<file path="src/rtl/rxr_pkg.sv">
package rxr_pkg;

   localparam int FLG_EMPTY = 15;
   localparam int FLG_WRAP  = 13;
   localparam int FLG_LAST  = 11;
   localparam int FLG_LONG  = 5;
   localparam int FLG_TRUNC = 0;

   typedef enum logic [2:0] {
      S_OFF   = 3'd0,
      S_RD0   = 3'd1,
      S_RD1   = 3'd2,
      S_RUN   = 3'd3,
      S_WR    = 3'd4,
      S_CLOSE = 3'd5,
      S_DROP  = 3'd6
   } rxr_state_t;

endpackage

</file>
<file path="src/rtl/rxr_crc32.sv">
module rxr_crc32 #(
   parameter logic [31:0] POLY = 32'hEDB88320,
   parameter int          BITS_PER_STEP = 8
) (
   input  logic        clk,
   input  logic        rst_n,
   input  logic        clr,
   input  logic        upd,
   input  logic [7:0]  din,
   output logic [31:0] fcs
);
   logic [31:0] crc_q;
   logic [31:0] stage [BITS_PER_STEP+1];

   if (BITS_PER_STEP != 8) begin : g_bad_step
      $error("rxr_crc32: BITS_PER_STEP must be 8");
   end

   assign stage[0] = crc_q ^ {24'h0, din};

   for (genvar b = 0; b < BITS_PER_STEP; b++) begin : g_bit
      assign stage[b+1] = stage[b][0] ? ((stage[b] >> 1) ^ POLY) : (stage[b] >> 1);
   end

   always_ff @(posedge clk or negedge rst_n) begin
      if (!rst_n)      crc_q <= '1;
      else if (clr)    crc_q <= '1;
      else if (upd)    crc_q <= stage[BITS_PER_STEP];
   end

   assign fcs = ~crc_q;

   // the register returns to all ones whenever a new frame starts
   a_r6_crc_init: assert property (@(posedge clk) disable iff (!rst_n)
      (clr && !upd) |=> (fcs == 32'h0));

endmodule

</file>
<file path="src/rtl/rxr_len_track.sv">
module rxr_len_track
   import rxr_pkg::*;
#(
   parameter int LEN_W     = 16,
   parameter int STORE_MAX = 2032
) (
   input  logic             clk,
   input  logic             rst_n,
   input  logic             clr,
   input  logic             store,
   input  logic             cut,
   input  logic [LEN_W-1:0] limit,
   output logic             at_cap,
   output logic [15:0]      err_flags
);
   localparam int          CRC_BYTES = 4;
   localparam int          PAY_CAP   = STORE_MAX - CRC_BYTES;
   localparam logic [LEN_W:0] CRC_ADD = (LEN_W+1)'(CRC_BYTES);

   logic [LEN_W-1:0] pay_cnt;
   logic             trunc_q;
   logic [LEN_W:0]   stored_len;

   if (STORE_MAX <= CRC_BYTES) begin : g_bad_store
      $error("rxr_len_track: STORE_MAX must exceed the check bytes");
   end
   if (STORE_MAX >= (1 << LEN_W)) begin : g_bad_width
      $error("rxr_len_track: LEN_W too narrow for STORE_MAX");
   end

   always_ff @(posedge clk or negedge rst_n) begin
      if (!rst_n) begin
         pay_cnt <= '0;
         trunc_q <= 1'b0;
      end else if (clr) begin
         pay_cnt <= '0;
         trunc_q <= 1'b0;
      end else begin
         if (store) pay_cnt <= pay_cnt + LEN_W'(1);
         if (cut)   trunc_q <= 1'b1;
      end
   end

   assign at_cap     = (pay_cnt == LEN_W'(PAY_CAP));
   assign stored_len = {1'b0, pay_cnt} + CRC_ADD;

   always_comb begin
      err_flags = 16'h0;
      if (trunc_q) begin
         err_flags[FLG_TRUNC] = 1'b1;
         err_flags[FLG_LONG]  = 1'b1;
      end
      if (stored_len > {1'b0, limit}) err_flags[FLG_LONG] = 1'b1;
   end

   // the stored payload never grows past the cap
   a_r8_cap: assert property (@(posedge clk) disable iff (!rst_n)
      pay_cnt <= LEN_W'(PAY_CAP));

   // a discard only ever happens once the cap has been reached
   a_r8_cut_at_cap: assert property (@(posedge clk) disable iff (!rst_n)
      cut |-> at_cap && !store);

endmodule

</file>
<file path="src/rtl/rx_desc_ring.sv">
module rx_desc_ring
   import rxr_pkg::*;
#(
   parameter int          ADDR_W    = 32,
   parameter int          LEN_W     = 16,
   parameter int          STORE_MAX = 2032,
   parameter logic [15:0] BUF_MASK  = 16'h07F0,
   parameter logic [31:0] CRC_POLY  = 32'hEDB88320
) (
   input  logic              clk,
   input  logic              rst_n,
   input  logic              rx_en,
   input  logic              rx_kick,
   input  logic [ADDR_W-1:0] ring_base,
   input  logic [15:0]       buf_size,
   input  logic [LEN_W-1:0]  frame_limit,
   input  logic [7:0]        in_data,
   input  logic              in_valid,
   input  logic              in_last,
   output logic              in_ready,
   output logic              mem_req,
   output logic              mem_we,
   output logic [ADDR_W-1:0] mem_addr,
   output logic [31:0]       mem_wdata,
   output logic [3:0]        mem_strb,
   input  logic              mem_ack,
   input  logic [31:0]       mem_rdata,
   output logic              rx_active,
   output logic              ev_buffer,
   output logic              ev_frame
);
   localparam int              DESC_BYTES = 8;
   localparam logic [ADDR_W-1:0] DESC_STEP = ADDR_W'(DESC_BYTES);
   localparam logic [ADDR_W-1:0] WORD1_OFS = ADDR_W'(DESC_BYTES / 2);
   localparam logic [15:0]     EMPTY_BIT  = 16'h1 << FLG_EMPTY;
   localparam logic [15:0]     LAST_BIT   = 16'h1 << FLG_LAST;

   if (ADDR_W > 32 || ADDR_W < 8) begin : g_bad_addr
      $error("rx_desc_ring: ADDR_W must be between 8 and 32");
   end
   if (LEN_W != 16) begin : g_bad_len
      $error("rx_desc_ring: descriptor length field is 16 bits");
   end
   if (BUF_MASK[3:0] != 4'h0) begin : g_bad_mask
      $error("rx_desc_ring: BUF_MASK must keep whole 16-byte units");
   end

   rxr_state_t        st;
   logic              act_q;
   logic [ADDR_W-1:0] desc_ptr;
   logic [ADDR_W-1:0] buf_ptr;
   logic [15:0]       old_flags;
   logic [15:0]       fill;
   logic [7:0]        hold_byte;
   logic              hold_v;
   logic              in_crc;
   logic [1:0]        crc_idx;
   logic              mid;
   logic              final_q;
   logic              ev_b_q;
   logic              ev_f_q;

   logic [15:0]       buf_lim;
   logic [15:0]       fill_nx;
   logic [ADDR_W-1:0] byte_addr;
   logic [31:0]       fcs;
   logic [7:0]        fcs_byte;
   logic [7:0]        wbyte;
   logic [15:0]       err_flags;
   logic [15:0]       close_flags;
   logic              at_cap;
   logic              take;
   logic              store;
   logic              cut;
   logic              frame_clr;
   logic              rd_empty;
   logic              wr_done;

   assign buf_lim   = buf_size & BUF_MASK;
   assign fill_nx   = fill + 16'd1;
   assign byte_addr = buf_ptr + ADDR_W'(fill);
   assign rd_empty  = mem_rdata[16 + FLG_EMPTY];
   assign take      = (st == S_RUN) && in_valid;
   assign store     = take && !at_cap;
   assign cut       = take && at_cap;
   assign frame_clr = (st == S_RD1) && mem_ack && !mid;
   assign wr_done   = !hold_v && (crc_idx == 2'd3);

   always_comb begin
      unique case (crc_idx)
         2'd0: fcs_byte = fcs[31:24];
         2'd1: fcs_byte = fcs[23:16];
         2'd2: fcs_byte = fcs[15:8];
         default: fcs_byte = fcs[7:0];
      endcase
   end

   assign wbyte       = hold_v ? hold_byte : fcs_byte;
   assign close_flags = (old_flags & ~EMPTY_BIT) | (final_q ? (LAST_BIT | err_flags) : 16'h0);

   rxr_crc32 #(
      .POLY          (CRC_POLY),
      .BITS_PER_STEP (8)
   ) u_crc (
      .clk   (clk),
      .rst_n (rst_n),
      .clr   (frame_clr),
      .upd   (store),
      .din   (in_data),
      .fcs   (fcs)
   );

   rxr_len_track #(
      .LEN_W     (LEN_W),
      .STORE_MAX (STORE_MAX)
   ) u_len (
      .clk       (clk),
      .rst_n     (rst_n),
      .clr       (frame_clr),
      .store     (store),
      .cut       (cut),
      .limit     (frame_limit),
      .at_cap    (at_cap),
      .err_flags (err_flags)
   );

   always_ff @(posedge clk or negedge rst_n) begin
      if (!rst_n) begin
         st        <= S_OFF;
         act_q     <= 1'b0;
         desc_ptr  <= '0;
         buf_ptr   <= '0;
         old_flags <= '0;
         fill      <= '0;
         hold_byte <= '0;
         hold_v    <= 1'b0;
         in_crc    <= 1'b0;
         crc_idx   <= '0;
         mid       <= 1'b0;
         final_q   <= 1'b0;
         ev_b_q    <= 1'b0;
         ev_f_q    <= 1'b0;
      end else begin
         ev_b_q <= 1'b0;
         ev_f_q <= 1'b0;
         if (!rx_en) begin
            st       <= S_OFF;
            act_q    <= 1'b0;
            desc_ptr <= ring_base;
         end else begin
            unique case (st)
               S_OFF: begin
                  if (rx_kick && !act_q) begin
                     mid <= 1'b0;
                     st  <= S_RD0;
                  end
               end
               S_RD0: begin
                  if (mem_ack) begin
                     old_flags <= mem_rdata[31:16];
                     if (mid) begin
                        if (rd_empty) st <= S_RD1;
                        else if (in_crc) begin
                           st    <= S_OFF;
                           act_q <= 1'b0;
                        end else st <= S_DROP;
                     end else begin
                        act_q <= rd_empty;
                        st    <= rd_empty ? S_RD1 : S_OFF;
                     end
                  end
               end
               S_RD1: begin
                  if (mem_ack) begin
                     buf_ptr <= mem_rdata[ADDR_W-1:0];
                     fill    <= '0;
                     if (mid) begin
                        st <= in_crc ? S_WR : S_RUN;
                     end else begin
                        in_crc  <= 1'b0;
                        crc_idx <= '0;
                        hold_v  <= 1'b0;
                        st      <= S_RUN;
                     end
                  end
               end
               S_RUN: begin
                  if (in_valid) begin
                     if (in_last) in_crc <= 1'b1;
                     if (!at_cap) begin
                        hold_byte <= in_data;
                        hold_v    <= 1'b1;
                        st        <= S_WR;
                     end else if (in_last) begin
                        st <= S_WR;
                     end
                  end
               end
               S_WR: begin
                  if (mem_ack) begin
                     fill <= fill_nx;
                     if (hold_v) hold_v  <= 1'b0;
                     else        crc_idx <= crc_idx + 2'd1;
                     if (wr_done) begin
                        final_q <= 1'b1;
                        st      <= S_CLOSE;
                     end else if (fill_nx == buf_lim) begin
                        final_q <= 1'b0;
                        st      <= S_CLOSE;
                     end else begin
                        st <= in_crc ? S_WR : S_RUN;
                     end
                  end
               end
               S_CLOSE: begin
                  if (mem_ack) begin
                     if (final_q) ev_f_q <= 1'b1;
                     else         ev_b_q <= 1'b1;
                     desc_ptr <= old_flags[FLG_WRAP] ? ring_base : desc_ptr + DESC_STEP;
                     mid      <= !final_q;
                     st       <= S_RD0;
                  end
               end
               S_DROP: begin
                  if (in_valid && in_last) begin
                     st    <= S_OFF;
                     act_q <= 1'b0;
                  end
               end
               default: st <= S_OFF;
            endcase
         end
      end
   end

   always_comb begin
      mem_req   = 1'b0;
      mem_we    = 1'b0;
      mem_addr  = desc_ptr;
      mem_wdata = 32'h0;
      mem_strb  = 4'h0;
      unique case (st)
         S_RD0: mem_req = 1'b1;
         S_RD1: begin
            mem_req  = 1'b1;
            mem_addr = desc_ptr + WORD1_OFS;
         end
         S_WR: begin
            mem_req   = 1'b1;
            mem_we    = 1'b1;
            mem_addr  = {byte_addr[ADDR_W-1:2], 2'b00};
            mem_strb  = 4'b0001 << byte_addr[1:0];
            mem_wdata = {4{wbyte}};
         end
         S_CLOSE: begin
            mem_req   = 1'b1;
            mem_we    = 1'b1;
            mem_strb  = 4'hF;
            mem_wdata = {close_flags, fill};
         end
         default: ;
      endcase
   end

   assign in_ready  = (st == S_RUN) || (st == S_DROP);
   assign rx_active = act_q;
   assign ev_buffer = ev_b_q;
   assign ev_frame  = ev_f_q;

   // bytes are taken only while reception is armed
   a_r4_ready_needs_active: assert property (@(posedge clk) disable iff (!rst_n)
      in_ready |-> rx_active);

   // clearing the enable turns reception off on the next cycle
   a_r3_disable_clears: assert property (@(posedge clk) disable iff (!rst_n)
      !rx_en |=> !rx_active);

   // reception can only become armed right after a descriptor read
   a_r2_arm_from_read: assert property (@(posedge clk) disable iff (!rst_n)
      $rose(rx_active) |-> $past(mem_req && !mem_we && mem_ack));

   // the two event pulses never coincide and last one cycle
   a_r10_events_apart: assert property (@(posedge clk) disable iff (!rst_n)
      !(ev_buffer && ev_frame));
   a_r10_frame_pulse: assert property (@(posedge clk) disable iff (!rst_n)
      ev_frame |=> !ev_frame);

   // a pending memory request holds its address until acknowledged
   a_r5_req_hold: assert property (@(posedge clk) disable iff (!rst_n)
      (mem_req && !mem_ack && rx_en) |=> (!rx_en || (mem_req && $stable(mem_addr))));

   // a byte write targets one lane inside the current buffer
   a_r5_byte_lane: assert property (@(posedge clk) disable iff (!rst_n)
      (st == S_WR) |-> ($countones(mem_strb) == 1 && fill < buf_lim));

   // after a drop starts nothing more is written to memory
   a_r12_drop_silent: assert property (@(posedge clk) disable iff (!rst_n)
      (st == S_DROP) |-> !mem_req);

endmodule

</file>
<file path="config.mk">
export PLATFORM = sky130hd
export DESIGN_NAME = rx_desc_ring
export DESIGN_NICKNAME = d
export VERILOG_FILES = /design/src/rtl/rxr_pkg.sv /design/src/rtl/rxr_crc32.sv /design/src/rtl/rxr_len_track.sv /design/src/rtl/rx_desc_ring.sv
export SDC_FILE = /design/constraint.sdc
export NUM_CORES = 1
export LEC_CHECK = 0
export BUFFER_PORTS_ARGS = -buffer_cell sky130_fd_sc_hd__buf_2
export CORE_AREA = 4 4 123 172
export DETAILED_ROUTE_END_ITERATION = 8
export DIE_AREA = 0 0 127 176
export GPL_TIMING_DRIVEN = 0
export HOLD_SLACK_MARGIN = 0.08
export PLACE_DENSITY = 0.84
export SKIP_CTS_REPAIR_TIMING = 1
export SYNTH_ARGS = -nofsm -noshare
export SYNTH_HDL_FRONTEND = slang
export SYNTH_SLANG_ARGS = --single-unit
</file>
<file path="constraint.sdc">
create_clock -name clk -period 9.8 [get_ports clk]
set_input_delay 1.47 -clock clk [delete_from_list [all_inputs] [get_ports clk]]
set_output_delay 1.47 -clock clk [all_outputs]
set_load 0.03 [all_outputs]
</file>
# Word-level counts from Yosys, hierarchy flattened
# Index checks and enable logic that the tools add are counted.
# Widths: inputs -> output; s select.
# totals
elab_cells	192
input_bits	111
out_inout_bits	74
ff_bits	164
# op_classes
bitwise	12
n_mux	84
n_addsub	7
order_cmp	1
n_shift	1
reduce_logical	37
n_eq_ne	33
# ops
operator	n
$mux 32	14
$pmux 32 s2	2
$not 13->14	8
$mux 16	4
$mux 3	17
$add 16x1->16 const B	2
$add 32x16->32	1
$add 32x3->32 const B	1
$add 32x4->32 const B	1
$not 32->32	1
$pmux 16 s2	1
$xor 32x8->32	1
$mux 1	31
$pmux 8 s3	1
$ne 3x3->1 const B	7
$pmux 3 s7	1
$ne 2x2->1 const B	9
$add 16x3->17 const B	1
$gt 17x16->1	1
$eq 16x11->1	1
$eq 16x11->1 const B	1
$reduce_and 4->1	4
$or 15x12->15	1
$mux 12	1
other kinds (32)	63

# Logic depth before layout (Yosys ltp)
# logic_depth
ltp_word	19
ltp_mapped	12
ltp_nobuf	12

# Cells and area by module
# A second synthesis with hierarchy kept.
# hier_totals
hier_cells	1459
hier_area_um2	12660.9
# by_module_without_submodules
mod	cells_each	area_per_inst_um2	seq_area_each_um2	instances
rx_desc_ring	1062	8607.0	2877.8	1
rxr_crc32	205	2406.1	840.8	1
rxr_len_track	192	1647.8	425.4	1

# Worst setup path before layout
# Ideal clock, no wire load.
# synth_path
path_kind	reg2out
start	register fill[0]
end	output port mem_addr[20]
path_stages_with_launch	10
required_time_ns	8.330
slack_ns	5.363
arrival_time_ns	2.967
n_path_buf	0
cell_sequence	dfrtp_1 -> ha_1 -> fa_1 -> a211oi_1 -> nor2_1 -> o22ai_2 -> o21ai_2 -> a211oi_1 -> nand3b_1 -> o311ai_0
# synth_between
elab_chain_len	2
# synth_lines
item	line	rtl
from (decl)	rx_desc_ring.sv:53	logic [15:0] fill;
from (signal assigned)	rx_desc_ring.sv:201	fill <= fill_nx;
$add 32x16->32	rx_desc_ring.sv:81	assign byte_addr = buf_ptr + ADDR_W'(fill);
$pmux 32 s2	rx_desc_ring.sv:242	unique case (st)
to (decl)	rx_desc_ring.sv:23	output logic [ADDR_W-1:0] mem_addr,
# No other way between the ends.

# Worst setup path in the final report
# layout_path
start	register u_len.pay_cnt[3]
end	output port mem_wdata[21]
# layout_between
elab_chain_len	6
# layout_lines
item	line	rtl
from (decl)	rxr_len_track.sv:20	logic [LEN_W-1:0] pay_cnt;
from (signal assigned)	rxr_len_track.sv:39	if (store) pay_cnt <= pay_cnt + LEN_W'(1);
$add 16x3->17	rxr_len_track.sv:45	assign stored_len = {1'b0, pay_cnt} + CRC_ADD;
$gt 17x16->1	rxr_len_track.sv:53	if (stored_len > {1'b0, limit}) err_flags[FLG_LONG] = 1'b1;
$mux 1	rxr_len_track.sv:53	
$mux 12	rx_desc_ring.sv:99	assign close_flags = (old_flags & ~EMPTY_BIT) | (final_q ? (LAST_BIT | err_flags) : 16'h0);
$or 15x12->15	rx_desc_ring.sv:99	
$pmux 32 s2	rx_desc_ring.sv:242	
to (decl)	rx_desc_ring.sv:24	output logic [31:0] mem_wdata,
# No other way between the ends.

==> reports/qor.yml <==
ant_nets: 0
mostFrequentLayoutCell: "buf_2"
powerDensity_nw_per_um2: 278
period_needed_ns: 5.28
cpLargestDelayFamily: "simple AND/OR/NAND/NOR gates"
netlist-cell-type-count: 80
yosys-mux-area-fraction_pct: 5.88
clock_sinks: 164
cap_violations: 0
crit_arrival_ns: 3.81
grt_overflow: 0
synth_adder_area_share_pct: 4.61
worst-path-stages: 13
seq_area_frac_synth_pct: 34.2
grt_max_degree: 100
diodes: 0
synthArstFlopShare_pct: 100
antenna_found_initial: 0
p_sw_uw: 1800
holdPathStages: 1
avgRoutedWirePerCell_um: 23.8
period_share_pct: 53.9
status: "finished, final reports clean"
layout-drive-gt1-share_pct: 20.8
clockBufferDepth: 2
cpPeakStageDelay_ns: 0.39
htree_levels: 4
gp_congestion: 1.09
setup.worst_path.class: "register to output port"
path_buf_inv: 1
irDropWorstVdd_v: 0.000294
synth_area_per_cell_um2: 8.49
fp.dieH_um: 176
design_area_um2: 13900
rr_worst_depth: 8
port-buffer-count: 174
start_kind: "register"
synth_nets: 1581
crit_path_end_kind: "output port"
r2r_slack_ns: 6.79
first_pass_iters: 6
drc: 0
drt_iter0_markers: 1361
path_clk_slew_ns: 0.07
slew_violations: 0
vias: 12400
p_total_uw: 3860
required_ns: 8.33
combPwrFrac_pct: 51.0
path_cells: "ha_1, and3_1, nand3_1, nor2_1, nand3_1, xnor2_1, ha_1, a21o_1, a21o_1, a211oi_1, nand4b_1, a211o_1, buf_2"
holdCritPathClass: "register to register"
wl_um: 44800
grt_use_total_pct: 39.5
tightest_slew_ns: 1.17
numCtsBuffers: 17
max-slew-margin-rel_pct: 21.8
die_w_um: 127
path_max_fanout: 5
p_seq_share_pct: 31.2
grt_pass1_vias: 12300
syn2layout_area_growth_pct: 14.9
synth_area_um2: 12100
cp_slowest_cell: "dfrtp_1"
grt_pass1_wl_um: 68300
synth_warnings: 0
synth_xor_area_share_pct: 10.2
initial_utilization_pct: 61.5
via_per_inst: 6.59
clock_skew_ns: 0.0112
ys_ff_latch: 164
ys.flop_type: "dfrtp_1"
cts_root_buffer: "clkbuf_16"
cts_tree: "done"
hold_slack_ns: 0.504
synth_compound_gate_area_share_pct: 21.0
place_area_um2: 13300
most-common-layout-cells: "buf_2, a21oi_1, dfrtp_1"
fin_tns_setup_ns: 0
clk_latency_ns: 0.43
hold_viol_final: 0
power.internal_uw: 2070
ios: 185
clkPwrFrac_pct: 17.8
leakage_uw: 0.00630
synth_top_family_by_area: "compound AO/OA/AOI/OAI gates"
core_um2: 19700
synth_edf_count: 0
rows: 61
layout.nets: 1775
timing.fmax_mhz: 189
syn_inst: 1426
p_sw_share_pct: 46.5
die_area_um2: 22400
dp_hpwl_um: 34600
yosys.area_share.simple_pct: 19.9
setup_viol: 0
finish.utilization_pct: 70.7
rsz0062_at_grt: "false"
==> power by group through the flow <==
| stage | sequential, uW | clock [uW] | combinational, uW |
|---|---|---|---|
| final | 1210 | 688 | 1970 |
| after global routing | 1230 | 714 | 2110 |
| after CTS | 1190 | 691 | 1940 |
| after detailed placement | 1200 | 0 | 1920 |
| after global placement | 1190 | 0 | 1890 |
| after floorplan | 1110 | 0 | 1410 |
==> synth_stat cells, types with 7 or more instances <==
cell type,count,area share [%]
dfrtp_1,132,27
o21a_1,7,0.43
dfstp_2,32,6.9
ha_1,43,4.4
nand2_1,114,3.5
or3_1,10,0.52
nor4_1,7,0.36
and2_1,12,0.62
nor2_1,114,3.5
nor3_1,54,2.2
inv_1,47,1.5
o22ai_1,29,1.5
buf_2,7,0.29
o21ai_0,108,4.5
a31oi_1,8,0.41
a211oi_1,8,0.50
nand2b_1,10,0.52
nand4_1,32,1.7
o211ai_1,11,0.68
o31ai_1,7,0.43
mux2_2,57,5.3
mux2i_1,7,0.58
nor2b_1,15,0.77
a22oi_1,8,0.50
xor2_1,46,3.3
nand3_1,68,2.8
and3_1,14,0.72
a21oi_1,133,5.5
a21o_1,37,2.3
xnor2_1,68,4.9
xnor2_2,9,1.2
clkbuf_1,63,2.0
==> per-layer routing <==
metal	wire (um)	up-vias	track usage [%]
met1	15500	5981	44.1
met5	0	-	0
met4	3530	0	27.8
met2	22300	689	68.2
li1	-	5546	-
met3	3430	215	6.48
==> sequential cells by signal, summed over array words and instances, names as in the netlist <==
signal         flops
in_crc             1
old_flags         15
u_len.trunc_q      1
desc_ptr          32
final_q            1
crc_idx            2
u_len.pay_cnt     16
buf_ptr           32
ev_frame           1
fill              16
mid                1
rx_active          1
u_crc.crc_q       32
hold_byte          8
hold_v             1
st                 3
ev_buffer          1
==> metrics by stage <==
step	std cells	setup slack (ns)
6_report	1885	4.52
5_1_grt	1885	4.31
4_1_cts	1885	4.55
3_5_place_dp	1853	4.93
3_3_place_gp	1852	4.74
2_1_floorplan	1426	5.36
==> kinds of logic after synthesis <==
group | Yosys count
XOR/XNOR | 127
AND/OR/NAND/NOR | 484
adder cells (fa/ha/maj) | 44
AO/OA/AOI/OAI | 415
buffers and inverters | 128
multiplexers | 64
flip-flops | 164
==> worst paths after layout <==
| check | from | endpoint |
|---|---|---|
| max | u_len.pay_cnt[3] | mem_wdata[21] |
| min | desc_ptr[1] | desc_ptr[1] |
| max reg2reg | st[1] | crc_idx[1] |
| min reg2reg | desc_ptr[1] | desc_ptr[1] |
| max in group asynchronous | rst_n | u_crc.crc_q[10] |
| min in group asynchronous | rst_n | desc_ptr[21] |
==> area by class of cell <==
cell class	instances	area (um^2)
sequential	164	4140
inverter	47	176
tap	252	315
multi-input combinational	1134	7460
fill	1595	5770
clock buffer	19	433
clock inverter	13	149
buffer	81	332
timing repair buffer	175	908
Power figures use the tool's default switching activity.
